**config.mk**
```make
export PLATFORM = sky130hd
export DESIGN_NAME = depth_ctr_field
export DESIGN_NICKNAME = d
export VERILOG_FILES = /design/src/rtl/dcf_pkg.sv /design/src/rtl/dcf_lead_ones.sv /design/src/rtl/dcf_count_mask.sv /design/src/rtl/depth_ctr_field.sv
export SDC_FILE = /design/constraint.sdc
export NUM_CORES = 1
export LEC_CHECK = 0
export CORE_MARGIN = 5
export CORE_UTILIZATION = 45
export CTS_CLUSTER_SIZE = 40
export DETAILED_ROUTE_END_ITERATION = 10
export DONT_BUFFER_PORTS = 1
export GPL_ROUTABILITY_DRIVEN = 0
export PLACE_DENSITY = 0.67
export SLEW_MARGIN = 20
export SYNTH_ARGS = -nofsm -noshare
export SYNTH_HDL_FRONTEND = slang
export SYNTH_SLANG_ARGS = --single-unit
```
**constraint.sdc**
```tcl
create_clock -name clk -period 6.3 [get_ports clk]
set_clock_uncertainty 0.05 [all_clocks]
set_input_delay 0.945 -clock clk [delete_from_list [all_inputs] [get_ports clk]]
set_output_delay 0.945 -clock clk [all_outputs]
set_load 0.03 [all_outputs]
```
**src/rtl/dcf_pkg.sv**
```systemverilog
package dcf_pkg;
  typedef enum logic [1:0] {
    ACT_IDLE = 2'd0,
    ACT_LOAD = 2'd1,
    ACT_INC  = 2'd2,
    ACT_DEC  = 2'd3
  } dcf_act_e;
endpackage

```
**src/rtl/dcf_lead_ones.sv**
```systemverilog
module dcf_lead_ones #(
  parameter int W  = 7,
  parameter int LW = $clog2(W + 1)
) (
  input  logic [W-1:0]  val,
  output logic [LW-1:0] lead
);
  // run[i] is high while every bit from W-1 down to i is one
  logic [W:0] run;
  assign run[W] = 1'b1;
  for (genvar g = W - 1; g >= 0; g--) begin : g_run
    assign run[g] = run[g+1] & val[g];
  end
  assign lead = LW'($countones(run[W-1:0]));
endmodule

```
**src/rtl/dcf_count_mask.sv**
```systemverilog
module dcf_count_mask #(
  parameter int W  = 7,
  parameter int LW = $clog2(W + 1)
) (
  input  logic [W-1:0]  val,
  input  logic [LW-1:0] lead,
  output logic          cnt_zero
);
  logic [W-1:0] mask;
  for (genvar g = 0; g < W; g++) begin : g_mask
    assign mask[g] = (32'(g) + 32'(lead)) < 32'(W);
  end
  assign cnt_zero = ((val & mask) == '0);
endmodule

```
**src/rtl/depth_ctr_field.sv**
```systemverilog
module depth_ctr_field #(
  parameter int W = 7,
  parameter logic [W-1:0] RESET_VAL = '0
) (
  input  logic         clk,
  input  logic         rst_n,
  input  logic         cnt_en,
  input  logic         ld_en,
  input  logic [W-1:0] ld_val,
  input  logic         inc_req,
  input  logic         dec_req,
  input  logic         zt_req,
  output logic [W-1:0] fld_q,
  output logic         ovf_o,
  output logic         unf_o,
  output logic         zt_valid_o,
  output logic         zt_zero_o
);
  import dcf_pkg::*;
  localparam int LW = $clog2(W + 1);

  logic [W-1:0]  fld_r;
  logic [W-1:0]  fld_inc;
  logic [W-1:0]  fld_dec;
  logic [LW-1:0] lead_cur;
  logic [LW-1:0] lead_inc;
  logic          zero_cur;
  logic          zero_inc;
  logic          disabled;
  dcf_act_e      act;

  assign fld_inc  = fld_r + W'(1);
  assign fld_dec  = fld_r - W'(1);
  assign disabled = &fld_r;

  dcf_lead_ones #(.W(W), .LW(LW)) u_lead_cur (.val(fld_r),   .lead(lead_cur));
  dcf_lead_ones #(.W(W), .LW(LW)) u_lead_inc (.val(fld_inc), .lead(lead_inc));
  dcf_count_mask #(.W(W), .LW(LW)) u_mask_cur (.val(fld_r),   .lead(lead_cur), .cnt_zero(zero_cur));
  dcf_count_mask #(.W(W), .LW(LW)) u_mask_inc (.val(fld_inc), .lead(lead_inc), .cnt_zero(zero_inc));

  always_comb begin
    if (ld_en)                               act = ACT_LOAD;
    else if (cnt_en && !disabled && inc_req) act = ACT_INC;
    else if (cnt_en && !disabled && dec_req) act = ACT_DEC;
    else                                     act = ACT_IDLE;
  end

  always_ff @(posedge clk) begin
    if (!rst_n) begin
      fld_r      <= RESET_VAL;
      ovf_o      <= 1'b0;
      unf_o      <= 1'b0;
      zt_valid_o <= 1'b0;
      zt_zero_o  <= 1'b0;
    end else begin
      ovf_o      <= 1'b0;
      unf_o      <= 1'b0;
      zt_valid_o <= zt_req;
      zt_zero_o  <= zt_req & (disabled | zero_cur);
      case (act)
        ACT_LOAD: fld_r <= ld_val;
        ACT_INC: begin
          if (zero_inc) ovf_o <= 1'b1;
          else          fld_r <= fld_inc;
        end
        ACT_DEC: begin
          if (zero_cur) unf_o <= 1'b1;
          else          fld_r <= fld_dec;
        end
        default: ;
      endcase
    end
  end

  assign fld_q = fld_r;
endmodule

```
# ---- Word-level counts from Yosys, hierarchy flattened
# Cells that the tools add are included.
dict set report word_totals {
  ff_bits 11
  output_inout_bits 11
}
dict set report op_classes {
  n_mux 8
  bitwise_logic 16
  n_addsub 26
  reduce_logical 11
  magnitude_cmp 14
  n_eq_ne 5
}
# operator n
set op_table {}
lappend op_table {{$lt A32 B3 Y1 const B} 12}
lappend op_table {{$add A3 B3 Y4 const A} 6}
lappend op_table {{$pmux W7 S3} 1}
lappend op_table {{$add A2 B3 Y4 const A} 4}
lappend op_table {{$and A7 B7 Y7} 2}
lappend op_table {{$logic_not A7 Y1} 2}
lappend op_table {{$mux W7} 2}
lappend op_table {{$and A1 B1 Y1} 13}
lappend op_table {{$add A1 B1 Y2} 6}
lappend op_table {{$add A1 B3 Y4 const A} 2}
lappend op_table {{$add A7 B1 Y7 const B} 1}
lappend op_table {{$reduce_and A7 Y1} 1}
lappend op_table {{$sub A7 B1 Y7 const B} 1}
lappend op_table {{$add A2 B1 Y3} 2}
lappend op_table {{$add A2 B2 Y3} 2}
lappend op_table {{$add A3 B3 Y3} 2}
lappend op_table {{$lt A3 B3 Y1 const B} 2}
lappend op_table {{$mux W2} 3}
lappend op_table {{$eq A2 B2 Y1 const B} 2}
lappend op_table {{$ne A2 B2 Y1 const B} 2}
lappend op_table {{$reduce_and A2 Y1} 2}
lappend op_table {{$logic_and A1 B1 Y1} 3}
lappend op_table {{$reduce_and A3 Y1} 1}
lappend op_table {{$reduce_bool A3 Y1} 1}
lappend op_table {{other kinds (4)} 5}

# ---- Logic depth before layout (Yosys ltp)
# Gate-level depths: netlist (run 1).
dict set report depth {
  ltp_word 16
  mapped_depth 21
}

# ---- By module
# Synthesis (run 1) repeated with hierarchy kept, for this count alone.
dict set report unflattened {
  cells_unflattened 166
  area_unflattened_um2 1437.6
}
# module area_each_um2 n_inst cells_each seq_area_each_um2
set by_module_without_submodules {}
lappend by_module_without_submodules {depth_ctr_field 903.4 1 103 220.2}
lappend by_module_without_submodules {dcf_count_mask 122.6 2 16 0.0}
lappend by_module_without_submodules {{dcf_lead_ones (u_lead_inc)} 146.4 1 15 0.0}
lappend by_module_without_submodules {{dcf_lead_ones (u_lead_cur)} 142.6 1 16 0.0}

# ---- Worst setup path before layout (run 1)
# Ideal clock, no wire load.
dict set report synth_timing {
  path_type {register to register}
  from {register fld_r[0] (netlist: fld_q[0])}
  to {register fld_r[1] (netlist: fld_q[1])}
  setup_slack_ps 1190
  period_less_slack_ps 5110
  stages_incl_launch_ff 20
  arrival_time_ps 4988
  cell_sequence {dfxtp_1 > ha_1 > nand3_2 > xnor2_1 > nand3_1 > nor3_1 > and3_1 > fa_1 > fa_1 > fa_1 > inv_1 > fa_1 > ha_1 > a21boi_0 > a21oi_1 > a21oi_2 > a2111oi_4 > or2_1 > buf_4 > mux2i_1}
}
dict set report synth_between {
  elab_chain_len 16
  word_cells_on_any_way 66
}
# element line_no
set synth_lines {}
lappend synth_lines {{start, declared} depth_ctr_field.sv:22} ;# logic [W-1:0] fld_r;
lappend synth_lines {{start signal, assigned} depth_ctr_field.sv:61} ;# ACT_LOAD: fld_r <= ld_val;
lappend synth_lines {{start signal, assigned} depth_ctr_field.sv:64} ;# else fld_r <= fld_inc;
lappend synth_lines {{start signal, assigned} depth_ctr_field.sv:68} ;# else fld_r <= fld_dec;
lappend synth_lines {{$add A7 B1 Y7} depth_ctr_field.sv:32} ;# assign fld_inc = fld_r + W'(1);
lappend synth_lines {{$and A1 B1 Y1 (6 in a row)} dcf_lead_ones.sv:12} ;# assign run[g] = run[g+1] & val[g];
lappend synth_lines {{$add A1 B1 Y2} dcf_lead_ones.sv:14} ;# assign lead = LW'($countones(run[W-1:0]));
lappend synth_lines {{$add A2 B2 Y3} dcf_lead_ones.sv:14}
lappend synth_lines {{$add A3 B3 Y3} dcf_lead_ones.sv:14}
lappend synth_lines {{$add A1 B3 Y4, or another cell as far along} dcf_count_mask.sv:11} ;# assign mask[g] = (32'(g) + 32'(lead)) < 32'(W);
lappend synth_lines {{$lt A32 B3 Y1} dcf_count_mask.sv:11}
lappend synth_lines {{$and A7 B7 Y7} dcf_count_mask.sv:13} ;# assign cnt_zero = ((val & mask) == '0);
lappend synth_lines {{$logic_not A7 Y1} dcf_count_mask.sv:13}
lappend synth_lines {{$ne A2 B2 Y1 (no line)} n/a}
lappend synth_lines {{$reduce_and A3 Y1 (no line)} n/a}
# Parallel ways exist; a longest one is shown, timed or not. The select of a mux whose other input is x is not followed.
# A chain may end at the register's enable or synchronous reset.

# ---- Worst setup path after layout (run 1)
dict set report layout_timing {
  from {register fld_r[0] (netlist: fld_q[0])}
  to {register fld_r[4] (netlist: fld_q[4])}
}
# The elaborated chain is that of the path after synthesis.

==> summary.log, run 1 <==
INFO  job            max_cap_viol_count=0
INFO  routing        drt_drc_violations_left=0
INFO  routing        starting_drc_count_in_detailed_routing=93
INFO  routing        antenna_violating_nets_remaining=0
INFO  timing         finalHoldViolCount=0
INFO  timing         timing.final.crit_period=5.66ns
INFO  logic_synthesis synth.avg_cell_area=8.84squm
INFO  logic_synthesis ys_types=61
INFO  logic_synthesis netlist.top_cell.by_area=dfxtp_1
INFO  cts            htree_num_levels=1
INFO  cts            worst_setup_hold_path_clk_slew=0.07ns
INFO  logic_synthesis syn-instance-count=172
INFO  placed_design  buffer_ports.inserted=0
INFO  critical_path  worst_r2r_src=fld_q[0]$_SDFFE_PN0P_
INFO  cts            clk_root_buffer_cell=clkbuf_4
INFO  finish         layout.core_utilization=46.6%
INFO  logic_synthesis dominantRegCellSynth=dfxtp_1
INFO  logic_synthesis postSynthNetCount=202
INFO  floorplan      num_rows=21
INFO  global_route   globalRouteTotalUtil=17.6%
INFO  timing         timing.slew.headroom=63.9%
INFO  logic_synthesis ys_ff_latch=11
INFO  timing         finalCritPeriodShare=89.8%
INFO  finish         p_r_area_growth_vs_syn=1.48%
INFO  critical_path  crit_arrival=5.80ns
INFO  critical_path  startpoint_type=register
INFO  routing        wl_met2=1790um
INFO  outcome        status=finished clean
INFO  global_route   global_route_congestion_overflow_total=0
INFO  timing         fin_setup_tns=0ns
INFO  global_route   grt_max_degree=18
INFO  routing        top_layer_used=met4
INFO  min_path       timing.hold.worst.start=fld_q[0]$_SDFFE_PN0P_
INFO  logic_synthesis postSynth.asyncResetShare=0%
INFO  cts            cts_buffer_depth=2
INFO  timing         setup_viol_count_final=0
INFO  logic_synthesis synth_edf_count=0
INFO  routing        routed_wirelength=3710um
INFO  logic_synthesis synth.yosys.seq_area_share=14.5%
INFO  power          cellLeakagePower=0.620nW
INFO  routing        wirelength_met1=1590um
INFO  global_route   grt_first_pass_wirelength=6380um
INFO  logic_synthesis synthTopCellsByArea=dfxtp_1, fa_1, ha_1
INFO  timing         rsz0062_at_grt=false
INFO  logic_synthesis post_synth_instance_area=1520squm
INFO  logic_synthesis area_fraction_of_the_dominant_cell_type_after_synthesis=14.5%
INFO  routing        drtPass1Iterations=4
INFO  floorplan      area_of_the_die=4640squm
INFO  cts            cts_num_sinks=11
INFO  global_route   antenna_found_initial=0
INFO  logic_synthesis yosys_warnings=0
INFO  floorplan      io_pins=25
INFO  critical_path  path_class=register to register
INFO  power          power-per-cell-area=153nW/um^2
INFO  critical_path  start_point_of_the_critical_path=fld_q[0]$_SDFFE_PN0P_
INFO  cts            tritoncts=built
INFO  timing         worst-slew-pin-transition=0.539ns
INFO  logic_synthesis synth_top_cells_by_count=inv_1, nand2_1, dfxtp_1, fa_1, ha_1
INFO  floorplan      die_x=68.1um
INFO  global_route   first_global_vias=1,347
INFO  finish         share_of_layout_cells_above_drive_strength_1=17.1%
INFO  timing         maximum_clock_frequency=0.177GHz
INFO  min_path       hp-class=register to register
INFO  routing        vias=1,336
INFO  cts            worstSkewPairLatency=0.26ns
INFO  routing        vias_per_cell=6.19
INFO  routing        wire_per_inst=17.2um
INFO  critical_path  critPathRequiredTime=6.44ns
INFO  logic_synthesis most_common_cell_in_the_synthesized_netlist=inv_1
INFO  critical_path  worstPathMaxFanout=12
INFO  timing         timing_max_transition_violations_final=0
INFO  critical_path  critical_path.endpoint_type=register
INFO  floorplan      start_util=45.9%
INFO  cts            cts_buffers=3
INFO  floorplan      design.core.area=3310squm
INFO  placed_design  detailed_place_hpwl=2970um
INFO  finish         num-nets-final=201
INFO  finish         antenna_cells_inserted=0
INFO  floorplan      die_h=68.1um
INFO  routing        dr_wl_met3=244um
INFO  timing         fin_worst_hold_slack=0.614ns
INFO  power          max-vdd-ir-drop=0.135mV
[flip-flops by register name (all words and copies together), names as in the netlist]
name,count
unf_o,1
zt_valid_o,1
ovf_o,1
zt_zero_o,1
fld_q,7
[final timing paths]
kind | to | slack [ns] | cells after the start
worst max-delay path | fld_q[4]$_SDFFE_PN0P_ | 0.64 | 19
worst min-delay path | fld_q[0]$_SDFFE_PN0P_ | 0.61 | 2
worst max register to register | fld_q[4]$_SDFFE_PN0P_ | 0.64 | 19
worst min register to register | fld_q[0]$_SDFFE_PN0P_ | 0.61 | 2
[layout make-up]
| class | count | area, sq um |
|---|---|---|
| multi-input combinational | 128 | 1110 |
| sequential | 11 | 221 |
| timing repair buffer | 6 | 45.0 |
| clock buffer | 4 | 26.3 |
| fill | 337 | 1770 |
| tap | 46 | 57.6 |
| inverter | 21 | 81.3 |
[worst max-delay path: stages, from the launching register on]
cell	delay [ns]
dfxtp_2	0.56
ha_1	0.38
nand3_2	0.17
xnor2_1	0.16
nand3_1	0.17
nor3_1	0.30
and3_1	0.22
fa_1	0.44
fa_1	0.49
fa_1	0.39
inv_1	0.07
fa_1	0.48
inv_1	0.14
ha_1	0.18
nand2_1	0.05
a2bb2oi_1	0.18
o211ai_2	0.14
a2111oi_4	0.41
or2_1	0.35
mux2i_1	0.24
[power by group]
part	internal, W	leakage (nW)	switching (W)	total [W]
registers	0.0000752	0.0910	0.00000864	0.0000838
clock network	0.0000244	0.0150	0.0000216	0.0000460
logic	0.0000412	0.514	0.0000655	0.000107
total	0.000141	0.620	0.0000957	0.000237
[stage by stage]
step                instance area [sq um]  total power [W]  std cells  setup WS, ns
floorplan                            1520         0.000176        172          1.19
global placement                     1520         0.000188        212         0.592
detailed placement                   1520         0.000191        212         0.403
CTS                                  1540         0.000237        216         0.389
global route                         1540         0.000254        216         0.199
finish                               1540         0.000237        216         0.642
[cells in the final DEF (no fill, tap or decap), drive strengths merged, types with 3 or more instances in the layout]
| master | n |
|---|---|
| ha | 8 |
| inv | 21 |
| nor2 | 8 |
| o21ai | 7 |
| nand3 | 5 |
| xnor2 | 5 |
| or4 | 3 |
| dfxtp | 11 |
| fa | 8 |
| buf | 6 |
| clkbuf | 4 |
| a32o | 3 |
| nor3 | 4 |
| and2 | 5 |
| nand2 | 13 |
| o221ai | 6 |
| a21boi | 6 |
| mux2i | 4 |
| a221o | 4 |
| a21oi | 7 |
[logic make-up after synthesis]
kind of cell	Yosys count	synth area share [%]
flip-flops	11	14.5
multiplexers	4	2.63
AND/OR/NAND/NOR	50	19.7
adder cells (fa/ha/maj)	16	17.1
buffers and inverters	33	12.4
XOR/XNOR	6	4.44
AO/OA/AOI/OAI	52	29.2
[repair_timing]
action | CTS | global route
gates resized for setup | 0 | 1
setup endpoints to repair | 0 | 4
buffers inserted | 0 | 0
hold endpoints to repair | 0 | 0
hold buffers | 0 | 0
[routing by layer]
metal | global-route usage (%) | vias up
met4 | 5.21 | 0
met1 | 23.3 | 642
met2 | 29.6 | 65
li1 | - | 619
met3 | 2.46 | 10
met5 | 0 | -
Note: power is estimated with default switching activity, not from simulation.
==> run 2: changes to the inputs <==
- CORE_UTILIZATION: 45 -> 64
- PLACE_DENSITY: 0.67 -> 0.87
==> run 2 against run 1 <==
Against the previous run: count of clock-buffer cells in the layout decreased by 1; worst hold slack worse by 0.039 ns; sequential power grew 6.0%; maximum frequency down 3.4%; largest cell class unchanged.
==> summary.log, run 2 (synthesis gave the netlist of run 1 again) <==
INFO  critical_path  reg2reg_slack=0.44ns
INFO  finish         finalInstanceArea=1510squm
INFO  routing        vias_per_cell=6.66
INFO  cts            worstSkewPairLatency=0.27ns
INFO  global_route   antenna_found_initial=0
INFO  timing         worst-slew-pin-transition=0.665ns
INFO  cts            cts_buffers=3
INFO  timing         rsz0062_at_grt=false
INFO  cts            post_cts.resized_instances=0
INFO  floorplan      io_pins=25
INFO  routing        routed_wirelength=3520um
INFO  global_route   grt_first_pass_wirelength=6070um
INFO  critical_path  critical_path.endpoint_type=register
INFO  power          cellLeakagePower=0.617nW
INFO  timing         finalCritPeriodShare=93.0%
INFO  finish         seqCellArea=220squm
INFO  timing         finalHoldViolCount=0
INFO  timing         setup_viol_count_final=0
INFO  job            max_cap_viol_count=0
INFO  routing        drtPass1Iterations=4
INFO  timing         timing.final.crit_period=5.86ns
INFO  critical_path  critPathRequiredTime=6.45ns
INFO  global_route   globalRouteTotalUtil=22.7%
INFO  min_path       hp-class=register to register
INFO  finish         multi_input_comb_area=1110squm
INFO  global_route   grt_max_degree=18
INFO  cts            worst_setup_hold_path_clk_slew=0.07ns
INFO  timing         setup_slack=0.440ns
INFO  cts            cts_setup_buffers=0
INFO  cts            tritoncts=built
INFO  global_route   first_global_vias=1,299
INFO  timing         fin_setup_tns=0ns
INFO  timing         timing.slew.headroom=55.6%
INFO  finish         antenna_cells_inserted=0
INFO  routing        wire_per_inst=17.9um
INFO  power          max-vdd-ir-drop=0.208mV
INFO  placed_design  detailed_place_hpwl=2770um
INFO  cts            cts_num_sinks=11
INFO  global_route   global_route_congestion_overflow_total=0
INFO  cts            htree_num_levels=1
INFO  finish         mostFrequentLayoutCell=inv_1
INFO  floorplan      design.core.area=2230squm
INFO  floorplan      start_util=68.1%
INFO  timing         timing_max_transition_violations_final=0
INFO  finish         p_r_area_growth_vs_syn=-0.494%
INFO  critical_path  worstPathMaxFanout=12
INFO  floorplan      die_h=58.7um
INFO  cts            clk_root_buffer_cell=clkbuf_4
INFO  power          totalPowerFinal=0.000237W
INFO  outcome        status=finished clean
INFO  critical_path  crit_arrival=6.01ns
INFO  routing        vias=1,312
INFO  critical_path  path_class=register to register
INFO  routing        antenna_violating_nets_remaining=0
INFO  cts            cts_hold_repair.buffers=0
INFO  finish         share_of_layout_cells_above_drive_strength_1=16.6%
INFO  finish         num-fill-cells=173
INFO  placed_design  setup_slack_at_placement=0.459ns
INFO  floorplan      num_rows=17
INFO  placed_design  buffer_ports.inserted=0
INFO  finish         number_of_flip_flops_in_the_largest_register=7
INFO  finish         layout.cells.most_common_list=inv_1, nand2_1, dfxtp_1, fa_1, ha_1
INFO  routing        starting_drc_count_in_detailed_routing=62
INFO  floorplan      die_x=58.7um
INFO  cts            cts_buffer_depth=2
INFO  placed_design  placedInstanceArea=1490squm
INFO  timing         fin_worst_hold_slack=0.574ns
INFO  routing        drt_drc_violations_left=0
INFO  floorplan      area_of_the_die=3450squm
INFO  timing         maximum_clock_frequency=0.171GHz
INFO  power          power-per-cell-area=156nW/um^2
INFO  finish         num-nets-final=200
INFO  critical_path  startpoint_type=register
==> run 2: cell count changes in the layout (fill, tap and decap cells not counted), sizes merged <==
cell | previous run | this run
clkbuf | 4 | 3
buf | 6 | 5
clkinv | 0 | 1
==> run 2: where the power goes <==
part	internal (W)	total (W)	switching (W)
Clock	0.0000236	0.0000484	0.0000249
Combinational	0.0000402	0.0000994	0.0000592
Sequential	0.0000750	0.0000888	0.0000137
==> run 2: critical path, stage by stage, from the launching register on <==
cell,delay [ns]
dfxtp_1,0.75
ha_1,0.42
nand3_2,0.16
xnor2_1,0.16
nand3_1,0.15
nor3_1,0.31
and3_1,0.23
fa_1,0.44
fa_1,0.49
fa_1,0.39
inv_1,0.07
fa_1,0.47
inv_1,0.14
ha_1,0.18
nand2_1,0.06
a2bb2oi_1,0.18
o211ai_2,0.13
a2111oi_4,0.42
or2_1,0.33
mux2i_1,0.24
==> run 2: path summary, 6_finish.rpt <==
kind / start / to / cells past startpoint
setup / recovery: fld_q[1]$_SDFFE_PN0P_ / fld_q[1]$_SDFFE_PN0P_ / 19
hold / removal: fld_q[0]$_SDFFE_PN0P_ / fld_q[0]$_SDFFE_PN0P_ / 2
setup reg to reg: fld_q[1]$_SDFFE_PN0P_ / fld_q[1]$_SDFFE_PN0P_ / 19
hold reg to reg: fld_q[0]$_SDFFE_PN0P_ / fld_q[0]$_SDFFE_PN0P_ / 2
==> run 2: per-stage QoR <==
stage                     utilization (%)  instances
after floorplan                         -        172
after global placement               66.5        193
after detailed placement             66.5        193
after CTS                            67.7        197
after global routing                 67.7        197
final                                67.7        197
==> run 2: per-layer routing <==
layer	track usage, %	vias to the layer above	routed length, um
met5	0	-	0
met4	12.3	0	82
met2	35.2	67	1720
met1	28.9	620	1420
li1	-	616	-
met3	5.48	9	295
==> run 2: cell type report <==
type,count,area share (%)
multi-input combinational,128,73.4
clock buffer,3,1.49
inverter,21,5.38
clock inverter,1,0.331
tap,28,2.32
timing repair buffer,5,2.48
sequential,11,14.6
